==> src/rtl/uart_pkg.sv <==
// Shared register addresses and receiver state encoding for the serial port.
// Assumes a 3-bit register address space with five used locations.
package uart_pkg;
    localparam int ADDR_W = 3;
    localparam logic [ADDR_W-1:0] A_DATA  = 3'd0;
    localparam logic [ADDR_W-1:0] A_STAT  = 3'd1;
    localparam logic [ADDR_W-1:0] A_CTRL  = 3'd2;
    localparam logic [ADDR_W-1:0] A_DIVLO = 3'd3;
    localparam logic [ADDR_W-1:0] A_DIVHI = 3'd4;

    typedef enum logic [1:0] {
        RX_IDLE,
        RX_START,
        RX_DATA,
        RX_STOP
    } rx_state_t;
endpackage

==> src/rtl/uart_baud.sv <==
// Oversampling tick generator: one tick every DIV+1 clocks.
// Assumes the divisor is static while frames are in flight; a smaller
// new value takes effect at once because the compare uses >=.
module uart_baud #(
    parameter int DIV_W = 12
) (
    input  logic             clk,
    input  logic             rst_n,
    input  logic [DIV_W-1:0] div,
    output logic             tick
);
    logic [DIV_W-1:0] cnt;

    // Count clocks and emit a single-cycle tick when the divisor is reached.
    always_ff @(posedge clk) begin
        if (!rst_n) begin
            cnt  <= '0;
            tick <= 1'b0;
        end else if (cnt >= div) begin
            cnt  <= '0;
            tick <= 1'b1;
        end else begin
            cnt  <= cnt + 1'b1;
            tick <= 1'b0;
        end
    end
endmodule

==> src/rtl/uart_tx.sv <==
// Transmit shifter: takes a byte from the holding register when idle and
// sends start, 8 or 9 data bits LSB first, and stop, each OSR ticks long.
// Assumes OSR is a power of two.
module uart_tx #(
    parameter int OSR = 16
) (
    input  logic       clk,
    input  logic       rst_n,
    input  logic       tick,
    input  logic       nine,
    input  logic       hold_full,
    input  logic [8:0] hold_data,
    output logic       load,
    output logic       busy,
    output logic       tx,
    output logic       frame_end
);
    localparam int CW = $clog2(OSR);
    localparam logic [CW-1:0] LAST = CW'(OSR - 1);

    logic [10:0]   shreg;
    logic [3:0]    left;
    logic [CW-1:0] cnt;

    assign load = !busy && hold_full;
    assign tx   = busy ? shreg[0] : 1'b1;

    // Load a frame when idle, then shift one bit per OSR ticks.
    always_ff @(posedge clk) begin
        if (!rst_n) begin
            busy      <= 1'b0;
            shreg     <= '1;
            left      <= '0;
            cnt       <= '0;
            frame_end <= 1'b0;
        end else begin
            frame_end <= 1'b0;
            if (load) begin
                busy  <= 1'b1;
                cnt   <= '0;
                shreg <= nine ? {1'b1, hold_data, 1'b0}
                              : {2'b11, hold_data[7:0], 1'b0};
                left  <= nine ? 4'd11 : 4'd10;
            end else if (busy && tick) begin
                if (cnt == LAST) begin
                    cnt   <= '0;
                    shreg <= {1'b1, shreg[10:1]};
                    left  <= left - 1'b1;
                    if (left == 4'd1) begin
                        busy      <= 1'b0;
                        frame_end <= 1'b1;
                    end
                end else begin
                    cnt <= cnt + 1'b1;
                end
            end
        end
    end
endmodule

==> src/rtl/uart_rx.sv <==
// Receiver: finds a falling edge on the synchronised line, then settles
// every bit by a two-of-three vote over the centre samples of each
// OSR-sample bit period. Emits a one-cycle frame_valid with the data and
// a stop-bit verdict. Assumes rx_s is already synchronised to clk.
module uart_rx
    import uart_pkg::*;
#(
    parameter int OSR = 16
) (
    input  logic       clk,
    input  logic       rst_n,
    input  logic       tick,
    input  logic       rx_s,
    input  logic       nine,
    output logic       frame_valid,
    output logic [8:0] frame_data,
    output logic       frame_stop_bad
);
    localparam int CW = $clog2(OSR);
    localparam logic [CW-1:0] V0   = CW'(OSR / 2 - 1);
    localparam logic [CW-1:0] V1   = CW'(OSR / 2);
    localparam logic [CW-1:0] V2   = CW'(OSR / 2 + 1);
    localparam logic [CW-1:0] LAST = CW'(OSR - 1);

    rx_state_t     state;
    logic          prev;
    logic [CW-1:0] cnt;
    logic [1:0]    ones;
    logic [1:0]    ones_nx;
    logic          in_win;
    logic          maj;
    logic [3:0]    bit_idx;
    logic [3:0]    nbits;
    logic [8:0]    shreg;

    // Vote bookkeeping for the current sample.
    always_comb begin
        in_win  = (cnt == V0) || (cnt == V1) || (cnt == V2);
        ones_nx = ones + ((in_win && rx_s) ? 2'd1 : 2'd0);
        maj     = (ones_nx >= 2'd2);
        nbits   = nine ? 4'd9 : 4'd8;
    end

    assign frame_data = nine ? shreg : {1'b0, shreg[8:1]};

    // Frame sequencing on each oversampling tick.
    always_ff @(posedge clk) begin
        if (!rst_n) begin
            state          <= RX_IDLE;
            prev           <= 1'b1;
            cnt            <= '0;
            ones           <= '0;
            bit_idx        <= '0;
            shreg          <= '0;
            frame_valid    <= 1'b0;
            frame_stop_bad <= 1'b0;
        end else begin
            frame_valid <= 1'b0;
            if (tick) begin
                if (state == RX_IDLE) begin
                    prev <= rx_s;
                    if (prev && !rx_s) begin
                        state <= RX_START;
                        cnt   <= '0;
                        ones  <= '0;
                    end
                end else begin
                    cnt  <= cnt + 1'b1;
                    ones <= ones_nx;
                    if (cnt == V2) begin
                        if (state == RX_START && maj) begin
                            state <= RX_IDLE;
                            prev  <= rx_s;
                        end else if (state == RX_DATA) begin
                            shreg   <= {maj, shreg[8:1]};
                            bit_idx <= bit_idx + 1'b1;
                        end else if (state == RX_STOP) begin
                            frame_valid    <= 1'b1;
                            frame_stop_bad <= !maj;
                            state          <= RX_IDLE;
                            prev           <= rx_s;
                        end
                    end
                    if (cnt == LAST) begin
                        cnt  <= '0;
                        ones <= '0;
                        if (state == RX_START) begin
                            state   <= RX_DATA;
                            bit_idx <= '0;
                        end else if (state == RX_DATA && bit_idx == nbits) begin
                            state <= RX_STOP;
                        end
                    end
                end
            end
        end
    end
endmodule

==> src/rtl/uart_core.sv <==
// Full-duplex serial port top: register port, flags, interrupt requests,
// baud tick, transmit shifter and voting receiver. Assumes DIV_W is
// between 9 and 16 so the divisor spans a low byte and a high field.
module uart_core
    import uart_pkg::*;
#(
    parameter int DIV_W = 12,
    parameter int OSR   = 16
) (
    input  logic              clk,
    input  logic              rst_n,
    input  logic [ADDR_W-1:0] addr,
    input  logic              wr_en,
    input  logic              rd_en,
    input  logic [7:0]        wdata,
    output logic [7:0]        rdata,
    input  logic              rx_in,
    output logic              tx_out,
    input  logic              txdone_ack,
    output logic              irq_rx,
    output logic              irq_txdone,
    output logic              irq_empty
);
    localparam int HI_W = DIV_W - 8;

    logic [7:0]       ctrl_q;
    logic [DIV_W-1:0] div_q;
    logic [8:0]       hold_q;
    logic             hold_full;
    logic             tx_done_q;
    logic [8:0]       rx_data_q;
    logic             rx_done_q;
    logic             ferr_q;
    logic             ovr_q;
    logic [1:0]       rx_sync;
    logic             tick;
    logic             tx_load;
    logic             tx_busy;
    logic             tx_frame_end;
    logic             rx_valid;
    logic [8:0]       rx_word;
    logic             rx_stop_bad;
    logic             rx_accept;
    logic             wr_data;
    logic             rd_data;

    assign wr_data   = wr_en && (addr == A_DATA);
    assign rd_data   = rd_en && (addr == A_DATA);
    assign rx_accept = rx_valid && !(ctrl_q[0] && ctrl_q[2] && !rx_word[8]);

    assign irq_rx     = rx_done_q && ctrl_q[7];
    assign irq_txdone = tx_done_q && ctrl_q[6];
    assign irq_empty  = !hold_full && ctrl_q[5];

    uart_baud #(.DIV_W(DIV_W)) u_baud (
        .clk  (clk),
        .rst_n(rst_n),
        .div  (div_q),
        .tick (tick)
    );

    uart_tx #(.OSR(OSR)) u_tx (
        .clk      (clk),
        .rst_n    (rst_n),
        .tick     (tick),
        .nine     (ctrl_q[2]),
        .hold_full(hold_full),
        .hold_data(hold_q),
        .load     (tx_load),
        .busy     (tx_busy),
        .tx       (tx_out),
        .frame_end(tx_frame_end)
    );

    uart_rx #(.OSR(OSR)) u_rx (
        .clk           (clk),
        .rst_n         (rst_n),
        .tick          (tick),
        .rx_s          (rx_sync[1]),
        .nine          (ctrl_q[2]),
        .frame_valid   (rx_valid),
        .frame_data    (rx_word),
        .frame_stop_bad(rx_stop_bad)
    );

    // Two-flop synchroniser for the asynchronous receive line.
    always_ff @(posedge clk) begin
        if (!rst_n) rx_sync <= 2'b11;
        else        rx_sync <= {rx_sync[0], rx_in};
    end

    // Control and divisor registers.
    always_ff @(posedge clk) begin
        if (!rst_n) begin
            ctrl_q <= '0;
            div_q  <= '0;
        end else if (wr_en) begin
            if (addr == A_CTRL)  ctrl_q      <= wdata;
            if (addr == A_DIVLO) div_q[7:0]  <= wdata;
            if (addr == A_DIVHI) div_q[DIV_W-1:8] <= wdata[HI_W-1:0];
        end
    end

    // Transmit holding register and transmit-complete flag.
    always_ff @(posedge clk) begin
        if (!rst_n) begin
            hold_q    <= '0;
            hold_full <= 1'b0;
            tx_done_q <= 1'b0;
        end else begin
            if (wr_data) begin
                hold_q    <= {ctrl_q[1], wdata};
                hold_full <= 1'b1;
            end else if (tx_load) begin
                hold_full <= 1'b0;
            end
            if (tx_frame_end && !hold_full)
                tx_done_q <= 1'b1;
            else if (txdone_ack || (wr_en && addr == A_STAT && wdata[6]))
                tx_done_q <= 1'b0;
        end
    end

    // Receive data register and its flags.
    always_ff @(posedge clk) begin
        if (!rst_n) begin
            rx_data_q <= '0;
            rx_done_q <= 1'b0;
            ferr_q    <= 1'b0;
            ovr_q     <= 1'b0;
        end else if (rx_accept && (!rx_done_q || rd_data)) begin
            rx_data_q <= rx_word;
            rx_done_q <= 1'b1;
            ferr_q    <= rx_stop_bad;
            ovr_q     <= 1'b0;
        end else if (rx_accept) begin
            ovr_q <= 1'b1;
        end else if (rd_data) begin
            rx_done_q <= 1'b0;
            ovr_q     <= 1'b0;
        end
    end

    // Combinational read multiplexer.
    always_comb begin
        case (addr)
            A_DATA:  rdata = rx_data_q[7:0];
            A_STAT:  rdata = {rx_done_q, tx_done_q, !hold_full, ferr_q, ovr_q,
                              2'b00, rx_data_q[8]};
            A_CTRL:  rdata = ctrl_q;
            A_DIVLO: rdata = div_q[7:0];
            A_DIVHI: rdata = {{(16 - DIV_W){1'b0}}, div_q[DIV_W-1:8]};
            default: rdata = 8'h00;
        endcase
    end
endmodule

==> config.mk <==
export PLATFORM = sky130hd
export DESIGN_NAME = uart_core
export DESIGN_NICKNAME = d
export VERILOG_FILES = /design/src/rtl/uart_pkg.sv /design/src/rtl/uart_baud.sv /design/src/rtl/uart_tx.sv /design/src/rtl/uart_rx.sv /design/src/rtl/uart_core.sv
export SDC_FILE = /design/constraint.sdc
export NUM_CORES = 1
export LEC_CHECK = 0
export ABC_AREA = 1
export BUFFER_PORTS_ARGS = -buffer_cell sky130_fd_sc_hd__buf_2
export CORE_MARGIN = 2
export CORE_UTILIZATION = 40
export DETAILED_ROUTE_END_ITERATION = 6
export MAX_ROUTING_LAYER = met4
export PLACE_DENSITY_LB_ADDON = 0.08
export SYNTH_ARGS = -nofsm -noshare
export SYNTH_HDL_FRONTEND = slang
export SYNTH_SLANG_ARGS = --single-unit
==> constraint.sdc <==
create_clock -name clk -period 2.3 [get_ports clk]
set_clock_uncertainty 0.2 [all_clocks]
set_input_delay 0.115 -clock clk [delete_from_list [all_inputs] [get_ports clk]]
set_output_delay 0.115 -clock clk [all_outputs]
set_load 0.05 [all_outputs]
# Yosys cells after proc, flatten, opt, wreduce, memory -nomap -nowiden
# Index checks and enable logic that the tools add are counted.
# W data, S select, Z words.
word_totals:
  wordCells: 169
  inputBits: 17
  register_bits: 103
classes:
  addsub: 6
  reduce_logical: 56
  eq_ne: 17
  bitwise: 8
  magnitude_cmp: 2
  mux: 54
ops:
  columns: ["operator", "count"]
  rows:
  - ["$mux W4", 12]
  - ["$pmux W8 S5", 1]
  - ["$mux W11", 3]
  - ["$mux W1", 24]
  - ["$mux W2", 12]
  - ["$logic_and A1 B1 Y1", 18]
  - ["$eq A4 B4 Y1 const B", 4]
  - ["$reduce_bool A2 Y1", 8]
  - ["$reduce_and A2 Y1", 7]
  - ["$add A12 B1 Y12 const B", 1]
  - ["$add A4 B1 Y4 const B", 3]
  - ["$ge A12 B12 Y1", 1]
  - ["$mux W10", 1]
  - ["$mux W9", 1]
  - ["$not A1 Y1", 8]
  - ["$logic_not A1 Y1", 7]
  - ["$eq A3 B2 Y1 const B", 2]
  - ["$reduce_and A6 Y1", 1]
  - ["$reduce_or A2 Y1", 3]
  - ["$reduce_or A6 Y1", 1]
  - ["$reduce_and A5 Y1", 1]
  - ["$eq A2 B2 Y1 const B", 2]
  - ["$eq A4 B1 Y1 const B", 1]
  - ["$eq A4 B3 Y1 const B", 1]
  - ["other kinds (17)", 20]

# Depth between registers and ports, before layout
# Gate-level depths: netlist of run 1.
logic_depth:
  word_depth: 14
  mapped_depth: 14
  depth_no_buf: 14

# By module
# From an unflattened synthesis of run 1, not the netlist that was laid out.
unflattened:
  hier_cells: 721
  area_unflattened_um2: 5192.5
by_module_without_submodules:
  columns: ["mod", "area_each_um2", "n_inst", "cells_per_inst"]
  rows:
  - ["uart_core", 2080.7, 1, 294]
  - ["uart_rx", 1257.5, 1, 182]
  - ["uart_tx", 954.7, 1, 118]
  - ["uart_baud", 899.6, 1, 127]

# Worst setup path after synthesis of run 1
# OpenSTA, ideal clock, no wires.
synth_timing:
  path_type: "input -> output"
  start: "in addr[1]"
  end: "out rdata[1]"
  arrival_time_ns: 1.620
  slack_ns: 0.365
  stages: 3
  path_cell_list: "nor3_4 > inv_1 > o21ai_0"
synth_between:
  elab_chain_len: 2
synth_lines:
  columns: ["item", "line_no", "source"]
  rows:
  - ["start: declaration", "uart_core.sv:12", "input logic [ADDR_W-1:0] addr,"]
  - ["$eq A3 B3 Y1 (tied with other cells)", "uart_core.sv:146", "case (addr)"]
  - ["$pmux W8 S5 *", "uart_core.sv:146", null]
  - ["end: declaration", "uart_core.sv:16", "output logic [7:0] rdata,"]
# Mark *: on every way between the ends. The rest lies on a longest branch, timed or not.

# Worst setup path in the final report of run 1
layout_timing:
  start: "in wr_en"
  end: "reg div_q[5]"
layout_between:
  elab_chain_len: 1
layout_lines:
  columns: ["item", "line_no", "source"]
  rows:
  - ["start: declaration", "uart_core.sv:13", "input logic wr_en,"]
  - ["$reduce_and A2 Y1 (no line)", null, null]
  - ["end signal: assignment", "uart_core.sv:99", "if (addr == A_DIVLO) div_q[7:0] <= wdata;"]
  - ["end signal: indexed assignment", "uart_core.sv:100", "if (addr == A_DIVHI) div_q[DIV_W-1:8] <= wdata[HI_W-1:0];"]
  - ["end: declaration", "uart_core.sv:27", "logic [DIV_W-1:0] div_q;"]
# Every way passes these cells.
# A chain may end at the register's enable or synchronous reset.

==> out/results.ini, run 1 <==
[critical_path]
cpMostUsedCell=dlygate4sd3_1
required_ps=2320
start_kind=input pin
ff2ff_path_depth=9
cp_slowest_cell=dlygate4sd3_1
path_max_fanout=16
worstSetupPathType=in2reg
cp-end-kind=register
path_cells=dlygate4sd3_1 -> buf_2 -> nand3_1 -> o21ai_1 -> dlygate4sd3_1 -> a21oi_1
worstPathArrival_ps=2110
slowest_delay_ps=570

[cts]
clockBufferDepth=2
cts-buffers-inserted=9
htreeDepth=3
insertion_delay_ps=350
cts_sinks=102
cts_setup_buffers=0
cts_tree=yes
clk_pin_slew_ps=70
cts_root_buf=clkbuf_16

[finish]
finalInstanceArea_sq_um=5503
layout-drive-gt1-share_pct=9.510
area_growth_pct=14.89
antennaDiodeCount=0
fillers=1184
ff_latch_area_sq_um=2042
final_common_cell=nand2_1
final_cell_mix=119 x nand2_1, 102 x dfxtp_1, 82 x nor2_1, 78 x inv_1, 66 x a21oi_1
fin_nets=727
multi_input_area_sq_um=2350

[yosys]
synth_area_leader_cell=dfxtp_1
seq_area_frac_synth_pct=42.63
ys_ff_latch=102
synthesis.area_sq_um=4790
avgSynthCellArea_sq_um=7.346
synthCells=652
synth.area.top_cells=dfxtp_1 43%, nand2_1 9.3%, a21oi_1 6.9%, nor2_1 6.4%, o21ai_0 6.2%
synthesis.nets=690
yosysWarnings=0
ys_types=37
synth_top_area_share_pct=42.63

[placed_design]
place_area_sq_um=5042
io_buffer_count=28
dpl.hpwl_mm=8.340
routabilityCongestion=0.8759

[global_route]
gr-usage-all-layers_pct=19.71
grt_pass1_vias=4109
grt_max_degree=42
antenna_found_initial=0
grt-ovfl-total=0
grt_pass1_wl_mm=19.64

[floorplan]
dieHeight_microns=113.4
core_sq_um=11560
dieArea_sq_um=12870
die_w_microns=113.4
placementRows=39
start_util_pct=41.42
io_pins=29

[sta]
max_slew_margin_pct=55.19
worst_hold_slack_ps=13.88
maxSlewViolCount=0
report.final.hold_viol_count=0
max_freq_mhz=478.2
period_needed_ps=2091
setup_viol=0
timing.final.crit_share_pct=90.93
tightest_slew_ps=671.5
finalSetupTns_ps=0
rsz0062_at_grt=false

[power]
p_leak_nw=2.182
power_w=0.003699
irDropWorstVdd_mv=0.5188
p_per_area_nw_per_um2=672.2

[routing]
wirelength_mm=11.55
drt_iter0_markers=246
antenna_left=0
dr.pass1.iters=4
routed_via_density=4.977
drc_errors=0
wl_per_cell_microns=13.80
num_vias=4166

[flow_run]
cap_violations=0

[min_path]
hold_path_class=in2reg
min_path_cells=4

[outcome]
outcome=finished, final reports clean

## cell type report
class                      count  share of cell area (%)
tap                          143                   3.251
clock inverter                 5                   1.046
inverter                      79                   5.480
multi-input combinational    450                   42.70
sequential                   102                   37.11
clock buffer                  11                   4.593
timing repair buffer          47                   5.821
## worst max-delay path: cells and delay by family
family,cells,cell delay [ps]
buffers and inverters,3,1300
AOI/OAI and AO/OA,2,280
and+or+nand+nor,1,410
## what timing repair did
item | CTS | global route
resized for setup | 0 | 0
hold buffers | 15 | 0
endpoints found under the hold margin | 34 | 0
endpoints found under the setup margin | 0 | 0
## worst paths after layout
| path | from | to | slack [ps] |
|---|---|---|---|
| setup / recovery | wr_en | div_q[5] | 210 |
| hold / removal | addr[1] | hold_q[8] | 10 |
| setup reg to reg | div_q[7] | u_baud.cnt[10] | 240 |
| hold reg to reg | rx_sync[0] | rx_sync[1] | 210 |
## flip-flops by register name (all words and copies together) (netlist names), 2 cells and up
| register | cells |
|---|---|
| u_rx.shreg | 9 |
| u_rx.state | 2 |
| div_q | 12 |
| ctrl_q | 8 |
| u_rx.ones | 2 |
| u_tx.left | 4 |
| u_tx.cnt | 4 |
| rx_data_q | 9 |
| u_tx.shreg | 10 |
| rx_sync | 2 |
| hold_q | 9 |
| u_rx.cnt | 4 |
| u_baud.cnt | 12 |
| u_rx.bit_idx | 4 |
## Yosys cell counts (all sizes together)
cell	n
nor3b	2
mux2i	7
a22oi	1
o21bai	1
nand2	125
a31oi	2
nand3b	2
o21ai	67
or2	3
o2111ai	4
ha	21
a21oi	66
clkbuf	8
clkinv	1
o22ai	5
xor2	8
nor3	8
and2	1
nor2	85
buf	13
inv	78
nand3	34
nor4	1
dfxtp	102
nand4	4
xnor2	3
## per-stage QoR
step | worst slack (ps) | instances | util, %
3_5_place_dp | 264.2 | 806 | 43.60
4_1_cts | 241.7 | 837 | 47.58
3_3_place_gp | 308.7 | 806 | 43.60
2_1_floorplan | 365.2 | 652 | -
5_1_grt | 19.12 | 837 | 47.58
6_report | 208.6 | 837 | 47.58
## logic make-up (layout without fill, tap and decap cells)
group,count (synthesis),after routing,share of synthesized area [%]
simple gates,265,265,24.11
mux,7,7,1.463
fa+ha+maj,21,21,5.486
buf+inv,100,142,8.307
xor+xnor,11,11,2.012
compound gates,146,146,15.99
flops,102,102,42.63
## report_power, final
group          switching [W]  internal, W  leakage (nW)  total, W
clock               0.000681     0.000901         0.144   0.00158
combinational       0.000187    0.0000968          1.21  0.000284
sequential         0.0000296      0.00180         0.826   0.00183
## per-layer routing
metal / global-route usage, % / wire [microns]
met1: 25.78 / 5687
met5: - / 0
met2: 30.30 / 5213
met4: 5.366 / 189
met3: 5.313 / 462
Note: power is estimated with default switching activity, not from simulation.
==> run 2: changes to the inputs <==
--- a/config.mk
+++ b/config.mk
@@ -6,10 +6,10 @@
 export NUM_CORES = 1
 export LEC_CHECK = 0
 export ABC_AREA = 1
-export BUFFER_PORTS_ARGS = -buffer_cell sky130_fd_sc_hd__buf_2
 export CORE_MARGIN = 2
 export CORE_UTILIZATION = 40
 export DETAILED_ROUTE_END_ITERATION = 6
+export DONT_BUFFER_PORTS = 1
 export MAX_ROUTING_LAYER = met4
 export PLACE_DENSITY_LB_ADDON = 0.08
 export SYNTH_ARGS = -nofsm -noshare
==> out/results.ini, run 2 (same netlist as run 1, synthesis figures left out) <==
[min_path]
hold_path_class=in2reg  ; unchanged

[flow_run]
cap_violations=0  ; unchanged

[global_route]
grt-ovfl-total=0  ; unchanged
grt_pass1_vias=4017  ; was 4109
gr-usage-all-layers_pct=19.81  ; was 19.71%
grt_max_degree=61  ; was 42
grt_pass1_wl_mm=19.51  ; was 19.64 mm
antenna_found_initial=0  ; unchanged

[finish]
antennaDiodeCount=0  ; unchanged
layout-drive-gt1-share_pct=7.257  ; was 9.510%
fillers=1187  ; was 1184
fin_nets=722  ; was 727
final_cell_mix=117 x nand2_1, 101 x dfxtp_1, 81 x nor2_1, 78 x inv_1, 66 x a21oi_1  ; was 119 x nand2_1, 102 x dfxtp_1, 82 x nor2_1, 78 x inv_1, 66 x a21oi_1
area_growth_pct=17.55  ; was 14.89%
final_common_cell=nand2_1  ; unchanged
top_regs=div_q: 12 flops, u_baud.cnt: 12 flops, u_tx.shreg: 10 flops  ; unchanged

[sta]
report.final.hold_viol_count=0  ; unchanged
max_slew_margin_pct=56.53  ; was 55.19%
tightest_slew_ps=645.3  ; was 671.5 ps
setup_slack_ps=113.7  ; was 208.6 ps
timing.final.crit_share_pct=95.06  ; was 90.93%
setup_viol=0  ; unchanged
worst_hold_slack_ps=53.73  ; was 13.88 ps
finalSetupTns_ps=0  ; unchanged
maxSlewViolCount=0  ; unchanged
rsz0062_at_grt=false  ; unchanged
max_freq_mhz=457.4  ; was 478.2 MHz
period_needed_ps=2186  ; was 2091 ps

[critical_path]
path_max_fanout=5  ; was 16
cp-end-kind=register  ; unchanged
worstSetupPathType=in2reg  ; unchanged
start_kind=input pin  ; unchanged
required_ps=2340  ; was 2320 ps
worstPathArrival_ps=2230  ; was 2110 ps

[outcome]
outcome=finished, final reports clean  ; unchanged

[cts]
cts_tree=yes  ; unchanged
htreeDepth=3  ; unchanged
insertion_delay_ps=350  ; about the same
cts_root_buf=clkbuf_16  ; unchanged
clockBufferDepth=2  ; unchanged
cts_sinks=102  ; unchanged
clk_pin_slew_ps=70  ; about the same
cts-buffers-inserted=9  ; unchanged

[floorplan]
placementRows=39  ; unchanged
start_util_pct=41.42  ; unchanged
dieArea_sq_um=12870  ; unchanged
io_pins=29  ; unchanged
core_sq_um=11560  ; unchanged
dieHeight_microns=113.4  ; unchanged
die_w_microns=113.4  ; unchanged

[power]
irDropWorstVdd_mv=0.5033  ; was 0.5188 mV
p_per_area_nw_per_um2=670.7  ; was 672.2 nW/um^2
p_leak_nw=2.200  ; was 2.182 nW

[routing]
wirelength_mm=11.76  ; was 11.55 mm
num_vias=4165  ; was 4166
dr.pass1.iters=4  ; unchanged
wl_per_cell_microns=14.14  ; was 13.80 microns
routed_via_density=5.006  ; was 4.977
antenna_left=0  ; unchanged
drt_iter0_markers=251  ; was 246
drc_errors=0  ; unchanged

[placed_design]
dpl_worst_slack_ps=260.8  ; was 264.2 ps
dpl.hpwl_mm=8.254  ; was 8.340 mm
routabilityCongestion=0.8654  ; was 0.8759
io_buffer_count=0  ; was 28

-- run 2: final timing paths --
kind                            cells past startpoint            end  slack (ps)        start
worst min register to register                      1     rx_sync[1]         220   rx_sync[0]
worst max register to register                      7  u_tx.shreg[0]         190  u_tx.cnt[0]
worst min-delay path                                3      ctrl_q[5]          50      addr[2]
worst max-delay path                                6       div_q[8]         110        wr_en
-- run 2: metrics by stage --
| stage | utilization, % | cells | total power, W | instance area [sq um] |
|---|---|---|---|---|
| floorplan | - | 652 | 0.002051 | 4790 |
| global placement | 42.78 | 784 | 0.002090 | 4947 |
| detailed placement | 42.78 | 784 | 0.002094 | 4947 |
| CTS | 48.11 | 829 | 0.003814 | 5564 |
| global route | 48.69 | 832 | 0.003938 | 5630 |
| finish | 48.69 | 832 | 0.003777 | 5630 |
-- run 2: report_power, final --
part / internal (W) / total (W) / switching [W]
clock: 0.000981 / 0.00165 / 0.000664
combinational: 0.000110 / 0.000296 / 0.000185
sequential: 0.00180 / 0.00184 / 0.0000310
-- run 2: per-layer routing --
metal	GRT usage [%]	vias to the layer above	share of wire [%]
li1	-	2188	-
met1	25.53	1889	49
met2	30.18	75	45
met3	6.004	13	5.0
met4	5.854	0	1.3
met5	-	-	0
-- run 2: worst max-delay path, stage by stage --
cell and delay (ps):
dlygate4sd3_1 700, nand3_2 140, o21ai_1 130, dlygate4sd3_1 550
a21oi_1 40, dlygate4sd3_1 550
-- run 2: what timing repair did --
item                                    in CTS  in global routing
endpoints found under the hold margin       77                 12
resized for setup                            0                 10
endpoints found under the setup margin       0                 25
setup buffers                                0                  2
hold buffers                                29                  1
-- run 2: final cells by class --
| class | count | area, sq um | area share, % |
|---|---|---|---|
| clock buffer | 12 | 246.5 | 4.378 |
| clock inverter | 4 | 70.07 | 1.244 |
| inverter | 79 | 301.5 | 5.356 |
| multi-input combinational | 450 | 2372 | 42.13 |
| sequential | 102 | 2043 | 36.29 |
| tap | 143 | 178.9 | 3.178 |
| timing repair buffer | 42 | 417.9 | 7.422 |
